`src/rtl/slot_alloc_pkg.sv`:
```
`timescale 1ns/1ps
package slot_alloc_pkg;

    typedef enum logic [3:0] {
        ST_IDLE,
        ST_PICK,
        ST_DIV,
        ST_WALK,
        ST_SWEEP,
        ST_DONE,
        ST_BWDIV,
        ST_SLOTDIV,
        ST_JUDGE
    } eng_state_e;

endpackage

```
`src/rtl/slot_seq_div.sv`:
```
`timescale 1ns/1ps
// Restoring divider, one quotient bit per cycle; a zero divisor yields all ones.
module slot_seq_div #(
    parameter int unsigned W = 32
) (
    input  logic         clk,
    input  logic         rst_n,
    input  logic         go_i,
    input  logic [W-1:0] num_i,
    input  logic [W-1:0] den_i,
    output logic         done_o,
    output logic [W-1:0] quo_o
);
    localparam int unsigned CNTW = $clog2(W + 1);

    logic [W-1:0]    rem_q, quo_q, den_q;
    logic [CNTW-1:0] left_q;
    logic            done_q;
    logic [W:0]      shifted, diff;
    logic            ge;

    always_comb begin
        shifted = {rem_q, quo_q[W-1]};
        diff    = shifted - {1'b0, den_q};
        ge      = !diff[W];
    end

    always_ff @(posedge clk or negedge rst_n) begin
        if (!rst_n) begin
            rem_q  <= '0;
            quo_q  <= '0;
            den_q  <= '0;
            left_q <= '0;
            done_q <= 1'b0;
        end else begin
            done_q <= 1'b0;
            if (go_i) begin
                rem_q  <= '0;
                quo_q  <= num_i;
                den_q  <= den_i;
                left_q <= CNTW'(W);
            end else if (left_q != '0) begin
                rem_q  <= ge ? diff[W-1:0] : shifted[W-1:0];
                quo_q  <= {quo_q[W-2:0], ge};
                left_q <= left_q - 1'b1;
                if (left_q == CNTW'(1)) done_q <= 1'b1;
            end
        end
    end

    assign done_o = done_q;
    assign quo_o  = quo_q;
endmodule

```
`src/rtl/slot_rr_pick.sv`:
```
`timescale 1ns/1ps
// Cyclic search for the first set bit at or after base.
module slot_rr_pick #(
    parameter int unsigned NCLI = 15,
    parameter int unsigned CW   = 4
) (
    input  logic [NCLI-1:0] act_i,
    input  logic [CW-1:0]   base_i,
    output logic            found_o,
    output logic [CW-1:0]   idx_o
);
    always_comb begin
        found_o = 1'b0;
        idx_o   = base_i;
        for (int k = 0; k < NCLI; k++) begin
            logic [CW:0] c;
            c = {1'b0, base_i} + (CW+1)'(k);
            if (c >= (CW+1)'(NCLI)) c = c - (CW+1)'(NCLI);
            if (!found_o && act_i[c[CW-1:0]]) begin
                found_o = 1'b1;
                idx_o   = c[CW-1:0];
            end
        end
    end
endmodule

```
`src/rtl/slot_alloc_engine.sv`:
```
`timescale 1ns/1ps
module slot_alloc_engine
    import slot_alloc_pkg::*;
#(
    parameter int unsigned NCLI    = 15,
    parameter int unsigned NSLOT   = 64,
    parameter int unsigned BWW     = 32,
    parameter int unsigned BW_FULL = 400000000,
    localparam int unsigned CW     = $clog2(NCLI + 1),
    localparam int unsigned SW     = $clog2(NSLOT),
    localparam int unsigned NW     = SW + 1
) (
    input  logic              clk,
    input  logic              rst_n,
    input  logic              start_i,
    input  logic [NCLI*NW-1:0] cnt_i,
    input  logic [NCLI-1:0]   active_i,
    input  logic [NW-1:0]     unused_i,
    input  logic              req_go_i,
    input  logic [BWW-1:0]    req_bw_i,
    input  logic [NW-1:0]     req_total_i,
    output logic              busy_o,
    output logic              wr_en_o,
    output logic [SW-1:0]     wr_idx_o,
    output logic [CW-1:0]     wr_data_o,
    output logic              done_o,
    output logic              req_ok_o,
    output logic              req_err_o,
    output logic [NW-1:0]     req_slots_o
);
    localparam int unsigned PW   = SW + 2;
    localparam logic [CW-1:0] SENT = CW'(NCLI);
    localparam logic [CW-1:0] LAST = CW'(NCLI - 1);

    eng_state_e st_q, st_d;

    logic [NW-1:0]   cnt_in [NCLI];
    logic [NW-1:0]   cnt_q  [NCLI];
    logic [CW-1:0]   vec_q  [NSLOT];
    logic [NCLI-1:0] act_q;
    logic [NW-1:0]   spare_q;
    logic [CW-1:0]   cli_q;
    logic [PW-1:0]   pos_q;
    logic [NW-1:0]   stride_q;
    logic [SW-1:0]   slot_q;
    logic [CW-1:0]   rr_q;
    logic [NW-1:0]   tot_q, slots_q;

    logic            div_go, div_done;
    logic [BWW-1:0]  div_num, div_den, div_quo;

    logic [NW-1:0]   cur_cnt;
    logic            last_cli, walk_end, pos_busy;
    logic [CW-1:0]   cur_ent, fill_val, next_rr, rr_idx;
    logic            rr_found, slot_taken, over;

    for (genvar g = 0; g < NCLI; g++) begin : g_unpack
        assign cnt_in[g] = cnt_i[g*NW +: NW];
    end

    assign cur_cnt    = cnt_q[cli_q];
    assign last_cli   = (cli_q == LAST);
    assign walk_end   = (pos_q >= PW'(NSLOT));
    assign pos_busy   = (vec_q[pos_q[SW-1:0]] != SENT);
    assign cur_ent    = vec_q[slot_q];
    assign slot_taken = (cur_ent != SENT);
    assign fill_val   = rr_found ? rr_idx : rr_q;
    assign next_rr    = (fill_val == LAST) ? '0 : fill_val + 1'b1;
    assign over       = ({1'b0, tot_q} + {1'b0, slots_q}) > (NW+1)'(NSLOT);

    slot_rr_pick #(.NCLI(NCLI), .CW(CW)) u_pick (
        .act_i   (act_q),
        .base_i  (rr_q),
        .found_o (rr_found),
        .idx_o   (rr_idx)
    );

    slot_seq_div #(.W(BWW)) u_div (
        .clk    (clk),
        .rst_n  (rst_n),
        .go_i   (div_go),
        .num_i  (div_num),
        .den_i  (div_den),
        .done_o (div_done),
        .quo_o  (div_quo)
    );

    // Divider launch and operand selection
    always_comb begin
        div_go  = 1'b0;
        div_num = BWW'(NSLOT);
        div_den = BWW'(cur_cnt);
        unique case (st_q)
            ST_IDLE: begin
                div_num = BWW'(BW_FULL);
                div_den = req_bw_i;
                div_go  = !start_i && req_go_i && (req_bw_i != '0);
            end
            ST_PICK:  div_go = (cur_cnt != '0);
            ST_BWDIV: begin
                div_den = div_quo;
                div_go  = div_done && (div_quo != '0);
            end
            default: ;
        endcase
    end

    // Next-state logic
    always_comb begin
        st_d = st_q;
        unique case (st_q)
            ST_IDLE: begin
                if (start_i)       st_d = ST_PICK;
                else if (req_go_i) st_d = (req_bw_i == '0) ? ST_JUDGE : ST_BWDIV;
            end
            ST_PICK: begin
                if (cur_cnt != '0)                      st_d = ST_DIV;
                else if (act_q[cli_q] && spare_q != '0) st_d = ST_WALK;
                else if (last_cli)                      st_d = ST_SWEEP;
            end
            ST_DIV:     if (div_done) st_d = ST_WALK;
            ST_WALK:    if (walk_end) st_d = last_cli ? ST_SWEEP : ST_PICK;
            ST_SWEEP:   if (slot_q == SW'(NSLOT - 1)) st_d = ST_DONE;
            ST_DONE:    st_d = ST_IDLE;
            ST_BWDIV:   if (div_done) st_d = (div_quo == '0) ? ST_JUDGE : ST_SLOTDIV;
            ST_SLOTDIV: if (div_done) st_d = ST_JUDGE;
            ST_JUDGE:   st_d = ST_IDLE;
            default:    st_d = ST_IDLE;
        endcase
    end

    // State register
    always_ff @(posedge clk or negedge rst_n) begin
        if (!rst_n) st_q <= ST_IDLE;
        else        st_q <= st_d;
    end

    // Datapath registers
    always_ff @(posedge clk or negedge rst_n) begin
        if (!rst_n) begin
            for (int i = 0; i < NCLI; i++)  cnt_q[i] <= '0;
            for (int s = 0; s < NSLOT; s++) vec_q[s] <= SENT;
            act_q    <= '0;
            spare_q  <= '0;
            cli_q    <= '0;
            pos_q    <= '0;
            stride_q <= '0;
            slot_q   <= '0;
            rr_q     <= '0;
            tot_q    <= '0;
            slots_q  <= '0;
        end else begin
            unique case (st_q)
                ST_IDLE: begin
                    if (start_i) begin
                        for (int i = 0; i < NCLI; i++)  cnt_q[i] <= cnt_in[i];
                        for (int s = 0; s < NSLOT; s++) vec_q[s] <= SENT;
                        act_q   <= active_i;
                        spare_q <= unused_i;
                        cli_q   <= '0;
                        slot_q  <= '0;
                        rr_q    <= '0;
                    end else if (req_go_i) begin
                        tot_q   <= req_total_i;
                        slots_q <= '0;
                    end
                end
                ST_PICK: begin
                    if (cur_cnt != '0) begin
                        pos_q <= '0;
                    end else if (act_q[cli_q] && spare_q != '0) begin
                        spare_q  <= spare_q - 1'b1;
                        stride_q <= NW'(NSLOT);
                        pos_q    <= '0;
                    end else if (!last_cli) begin
                        cli_q <= cli_q + 1'b1;
                    end
                end
                ST_DIV: begin
                    if (div_done) stride_q <= div_quo[NW-1:0];
                end
                ST_WALK: begin
                    if (walk_end) begin
                        if (!last_cli) cli_q <= cli_q + 1'b1;
                    end else if (pos_busy) begin
                        pos_q <= pos_q + 1'b1;
                    end else begin
                        vec_q[pos_q[SW-1:0]] <= cli_q;
                        pos_q <= pos_q + PW'(stride_q);
                    end
                end
                ST_SWEEP: begin
                    if (!slot_taken) rr_q <= next_rr;
                    slot_q <= slot_q + 1'b1;
                end
                ST_BWDIV: begin
                    if (div_done && div_quo == '0) slots_q <= NW'(NSLOT);
                end
                ST_SLOTDIV: begin
                    if (div_done) slots_q <= div_quo[NW-1:0];
                end
                default: ;
            endcase
        end
    end

    // Outputs
    always_comb begin
        busy_o      = (st_q != ST_IDLE);
        wr_en_o     = (st_q == ST_SWEEP);
        wr_idx_o    = slot_q;
        wr_data_o   = slot_taken ? cur_ent : fill_val;
        done_o      = (st_q == ST_DONE);
        req_ok_o    = (st_q == ST_JUDGE) && !over;
        req_err_o   = (st_q == ST_JUDGE) && over;
        req_slots_o = slots_q;
    end
endmodule

```
`config.mk`:
```
export PLATFORM = sky130hd
export DESIGN_NAME = slot_alloc_engine
export DESIGN_NICKNAME = d
export VERILOG_FILES = /design/src/rtl/slot_alloc_pkg.sv /design/src/rtl/slot_seq_div.sv /design/src/rtl/slot_rr_pick.sv /design/src/rtl/slot_alloc_engine.sv
export SDC_FILE = /design/constraint.sdc
export NUM_CORES = 2
export LEC_CHECK = 0
export BUFFER_PORTS_ARGS = -buffer_cell sky130_fd_sc_hd__buf_2
export CAP_MARGIN = 20
export CELL_PAD_IN_SITES_DETAIL_PLACEMENT = 0
export CELL_PAD_IN_SITES_GLOBAL_PLACEMENT = 1
export CORE_ASPECT_RATIO = 1.5
export CORE_UTILIZATION = 45
export CTS_CLUSTER_DIAMETER = 50
export CTS_CLUSTER_SIZE = 10
export DETAILED_ROUTE_END_ITERATION = 6
export GPL_TIMING_DRIVEN = 0
export PLACE_DENSITY_LB_ADDON = 0.1
export SETUP_SLACK_MARGIN = 0.3
export SLEW_MARGIN = 20
export SYNTH_ARGS = -nofsm -noshare
export SYNTH_HDL_FRONTEND = slang
export SYNTH_SLANG_ARGS = --single-unit
```
`constraint.sdc`:
```
create_clock -name clk -period 18.6 [get_ports clk]
set_clock_uncertainty 0.2 [all_clocks]
set_input_delay 2.79 -clock clk [delete_from_list [all_inputs] [get_ports clk]]
set_output_delay 2.79 -clock clk [all_outputs]
set_load 0.03 [all_outputs]
```
== Word-level counts from Yosys, hierarchy flattened ==
Cells that the tools add are included.
W data, S select, Z words.

* Register bits: 533
* Input port bits: 170
* Logic and storage cells: 422

* $add $sub $neg: 38
* Magnitude comparators: 37
* Equality and inequality tests: 32
* Muxes and demuxes: 150
* Bitwise gates (word level): 4
* Reduce and logical (&&, ||, !) cells: 67

{| class="wikitable"
|+ Operators with widths
! cell !! count
|-
| $mux W256 || 3
|-
| $pmux W256 S2 || 1
|-
| $bwmux W256 || 1
|-
| $mux W4 || 56
|-
| $mux W32 || 5
|-
| $lt A4 B5 Y1 const B || 16
|-
| $mux W7 || 11
|-
| $ge A5 B4 Y1 const B || 14
|-
| $bmux W1 S4 || 16
|-
| $logic_not A32 Y1 || 2
|-
| $pmux W32 S2 || 1
|-
| $reduce_bool A32 Y1 || 2
|-
| $sub A4 B4 Y4 const B || 15
|-
| $bmux W4 S6 || 2
|-
| $add A4 B4 Y5 const B || 7
|-
| $mux W1 || 34
|-
| $sub A33 B32 Y33 || 1
|-
| $mux W8 || 4
|-
| $mux W29 || 1
|-
| $bmux W7 S4 || 1
|-
| $pmux W4 S7 || 1
|-
| $pmux W7 S2 || 2
|-
| $demux W4 S6 || 1
|-
| $logic_and A1 B1 Y1 || 22
|-
| 49 further kinds || 109
|}

== Longest topological paths before layout ==
* Depth in word-level cells: 52
* Mapped depth: 29

== By module ==
Synthesis repeated with hierarchy kept, for this count alone.

* Cell total of the unflattened synthesis: 3824
* Area, all modules: 36651.4 um^2

{| class="wikitable"
|+ By module, submodules not included
! module !! instances !! cells an instance !! area each (um^2)
|-
| slot_alloc_engine || 1 || 2121 || 23334.9
|-
| slot_rr_pick || 1 || 969 || 6859.1
|-
| slot_seq_div || 1 || 734 || 6457.4
|}

== Worst setup path after synthesis ==
No wires, ideal clock.

* Path type: reg-to-output
* Start point: register rr_q[0]
* End point: output port wr_data_o[1]
* Arrival: 5782 ps
* Required time: 15610 ps
* Slack: 9828 ps
* Cell stages (with the launch flop): 26
* Path buffers: 8
* Path through: dfrtp_1 buf_6 buf_12 buf_8 inv_2 clkbuf_1 clkbuf_1 ha_1 nor2b_1 buf_2 o221ai_1 a21boi_2 a21oi_2 mux2i_1 o22ai_1 or4_1 clkbuf_1 a21oi_2 buf_2 nand2_1 a41o_1 a31o_2 a211oi_1 nor2_1 nor2_1 o21a_1

* Longest elaborated chain between the ends: 49
* Elaborated cells on any way between the ends: 149

{| class="wikitable"
|+ Ends and longest elaborated chain
! item !! line !! text
|-
| start, declared || slot_alloc_engine.sv:46 || <nowiki>logic [CW-1:0] rr_q;</nowiki>
|-
| start signal, assigned || slot_alloc_engine.sv:193 || <nowiki>if (!slot_taken) rr_q <= next_rr;</nowiki>
|-
| branches (longest 47 deep; another with $add A4 B1 Y5) || n/a ||
|-
| $mux W4 (*) || slot_alloc_engine.sv:67 || <nowiki>assign fill_val = rr_found ? rr_idx : rr_q;</nowiki>
|-
| $mux W4 (*) || slot_alloc_engine.sv:212 || <nowiki>wr_data_o = slot_taken ? cur_ent : fill_val;</nowiki>
|-
| end, declared || slot_alloc_engine.sv:25 || <nowiki>output logic [CW-1:0] wr_data_o,</nowiki>
|}

Mark *: on every way between the ends. The select of a mux whose other input is x is not followed.

== Worst setup path in the final report ==
Same ends and word-level chain as after synthesis.

==> out/qor.csv <==
stage,metric,value,unit
run_status,status,completed,
synthesis,async_flop_share,100,%
floorplanning,coreArea,77400,um2
routing,drc_errors,0,
pwr,p_comb_share,60.0,%
routing,wirelength,149000,um
routing,antenna_left,0,
job,drv_cap,0,
pwr,power.total,8.81,mW
pwr,power_density,222,nW/um2
floorplanning,die_h,344,um
clock_tree,post-cts-setup-buffer-count,0,
floorplanning,rows,125,
finish,num-fill-cells,7538,
synthesis,netlist-cell-type-count,116,
clock_tree,cts_root_buffer,clkbuf_16,
timing,max_slew_margin,10.8,%
synthesis,ys_ff_latch,533,
grt,grt_pass1_vias,33500,
clock_tree,tritoncts,built,
min_path,hold_path_end,cnt_q[64]$_DFFE_PN0P_,
placed_design,place_area,37600,um2
synthesis,ys_seq_area_share,38.8,%
timing,final-setup-viol-count,0,
routing,wl_per_cell,27.9,um
floorplanning,dieWidth,230,um
grt,grt_start_max_net_pins,98,
pwr,p_clk_share,14.5,%
worst_setup_path,reg2reg_to,rr_q[3]$_DFFE_PN0P_,
timing,drv_slew,0,
synthesis,synth_edf_count,0,
floorplanning,ios,192,
routing,vias,34000,
timing,clock.fmax,0.0779,GHz
worst_setup_path,arrival,9.84,ns
worst_setup_path,ff2ff_path_depth,28,
pwr,power.internal,4.47,mW
clock_tree,clockBufferDepth,3,
synthesis,yosys_most_used_dff,dfrtp_1,
worst_setup_path,cp_max_fo,11,
timing,tightestPinTransition,1.34,ns
finish,nNetsFinal,4519,
clock_tree,worst_skew_pair.late_latency,0.65,ns
clock_tree,clock_sinks,533,
min_path,min_from,cnt_q[64]$_DFFE_PN0P_,
timing,fin_tns_setup,0,ns
clock_tree,clkSlewWorstSetupHoldPaths,0.06,ns
floorplanning,initial_utilization,45.4,%
timing,timing.hold.ws,0.269,ns
routing,drt_iter0_drc,3189,
placed_design,place.gp.congestion,1.07,
worst_setup_path,reg2reg_slack,8.93,ns
min_path,holdPathStages,2,
grt,grt-ovfl-total,0,
floorplanning,dieArea,79300,um2
pwr,p_sw_share,49.3,%
worst_setup_path,cp.required,15.61,ns
pwr,peakVddDrop,0.000114,V
timing,rsz0062_at_grt,no,
grt,antenna_found_initial,2,
synthesis,synthCells,4004,
worst_setup_path,crit_type,register to output port,
worst_setup_path,r2r_start,rr_q[0]$_DFFE_PN0P_,
grt,grt_pass1_wl,218000,um
synthesis,ys_warn_count,0,
synthesis,netlist_area,35200,um2
routing,dr.pass1.iters,6,
clock_tree,cts_made_buffers,67,
synthesis,avgSynthCellArea,8.78,um2
routing,vias_per_cell,6.37,
finish,layout-drive-gt1-share,18.7,%
pwr,power_frac_seq,25.5,%
synthesis,syn-num-nets,4249,
timing,finalCritPeriodShare,69.0,%
clock_tree,post_cts_resized,0,
placed_design,io_buffers,191,
finish,final_cell_area,39700,um2
finish,area_growth,13.0,%
worst_setup_path,endpoint_kind,output port,
grt,track_usage,37.2,%
clock_tree,htree_num_levels,3,
pwr,switchingPower,4.34,mW
clock_tree,cts-hold-fix-buffers,0,
timing,fin_crit,12.83,ns
timing,finalHoldViolations,0,
pwr,leakage,16.4,nW
worst_setup_path,worst_setup_path_start_kind,register,
placed_design,dp_hpwl,110000,um
min_path,min_path_type,register to register,
[cell families after synthesis]
family / synth area share [%]
adders and majority gates: 2.73
and+or+nand+nor: 18.9
xor gates and xnor gates: 1.79
muxes: 12.0
AOI/OAI and AO/OA: 21.5
DFF: 38.8
buffers and inverters: 4.22
[routing by layer]
metal  GRT usage, %  wire length (um)
met1           42.3             54500
met4           29.0             12500
met5              0                 0
met2           62.6             72200
met3           5.92              9520
[worst max-delay path: stages, from the launching register on]
cell and delay [ns]:
dfrtp_1 0.64, buf_6 0.29, buf_12 0.15, buf_8 0.16, inv_2 0.26, clkbuf_1 0.65, clkbuf_1 0.94, ha_1 0.50
buf_2 0.42, buf_2 0.34, buf_1 0.60, buf_1 0.57, o21ai_0 0.28, a22oi_2 0.25, nand3_2 0.24, or2_1 0.34
a21oi_2 0.25, buf_2 0.31, nand2_1 0.21, a41o_1 0.26, a31o_2 0.24, a211oi_1 0.37, nor2_1 0.08, nor2_1 0.24
o21a_1 0.32, buf_2 0.25
[cell usage after synthesis (78+ instances only)]
library cell / n / area share, %
nand2_1: 606 / 6.5
nor2_1: 483 / 5.2
a21oi_1: 481 / 6.8
dfrtp_1: 277 / 20
dfstp_2: 256 / 19
clkbuf_1: 220 / 2.3
o21ai_0: 176 / 2.5
a22oi_1: 149 / 3.2
mux4_2: 121 / 7.8
mux2i_1: 111 / 3.2
inv_1: 80 / 0.85
nand3_1: 78 / 1.1
[registers in the layout (all words and copies together) (netlist names)]
| register | flops |
|---|---|
| act_q | 15 |
| cli_q | 4 |
| cnt_q | 105 |
| pos_q | 8 |
| req_slots_o | 7 |
| rr_q | 4 |
| spare_q | 7 |
| st_q | 4 |
| stride_q | 7 |
| tot_q | 7 |
| u_div.den_q | 32 |
| u_div.done_o | 1 |
| u_div.left_q | 6 |
| u_div.quo_o | 32 |
| u_div.rem_q | 32 |
| vec_q | 256 |
| wr_idx_o | 6 |
[layout make-up]
cell class,instances,area [um2],share of cell area (%)
Clock buffer,95,1880,4.72
Tap cell,1016,1270,3.20
Buffer,284,1170,2.95
Multi-Input combinational cell,3101,20000,50.5
Antenna cell,3,7.51,0.0189
Clock inverter,12,201,0.507
Inverter,86,323,0.813
Timing Repair Buffer,201,1170,2.95
Sequential cell,533,13700,34.4
[placed cells by master, fill, tap and decap left out, drive strengths merged, types with 10 or more instances in the layout]
master,n
or2,13
clkbuf,316
nand2,606
a21boi,11
nand3,79
o22ai,21
nor3,60
nor4,28
a21oi,486
o211ai,47
nor2b,29
and3,18
buf,264
a221oi,15
a211oi,29
a211o,11
nor2,483
a21o,33
o21ai,193
a2111oi,10
xnor2,57
a22o,23
nand2b,36
and2,29
inv,86
dfrtp,277
xor2,13
a31oi,24
mux4,121
nand4,52
or3,17
ha,72
mux2,34
o21a,19
dfstp,256
nor3b,10
a22oi,150
mux2i,111
[stage by stage]
stage	instances	setup slack, ns	util (%)
6_report	5331	5.77	51.3
5_1_grt	5328	5.71	51.3
4_1_cts	5328	6.10	51.3
3_5_place_dp	5221	6.77	48.6
3_3_place_gp	5211	3.15	48.3
2_1_floorplan	4004	9.83	-
[power groups by stage]
stage	clock network, mW	logic (mW)	registers, mW
finish	1.28	5.28	2.25
global route	1.34	5.64	2.29
CTS	1.30	5.16	2.23
detailed placement	0	5.14	2.24
global placement	0	5.09	2.24
floorplan	0	3.53	2.08
[how the worst max path moves through the flow]
stage | startpoint | endpoint | slack, ns | cells past startpoint
2_1_floorplan | rr_q[0]$_DFFE_PN0P_ | wr_data_o[1] | 9.83 | 25
3_3_place_gp | rst_n | cnt_q[49]$_DFFE_PN0P_ | 3.15 | 1
3_5_place_dp | rr_q[0]$_DFFE_PN0P_ | wr_data_o[1] | 6.77 | 25
4_1_cts | rr_q[0]$_DFFE_PN0P_ | wr_data_o[1] | 6.10 | 25
5_1_grt | rr_q[0]$_DFFE_PN0P_ | wr_data_o[1] | 5.71 | 25
6_report | rr_q[0]$_DFFE_PN0P_ | wr_data_o[1] | 5.77 | 25
Power figures use the tool's default switching activity.
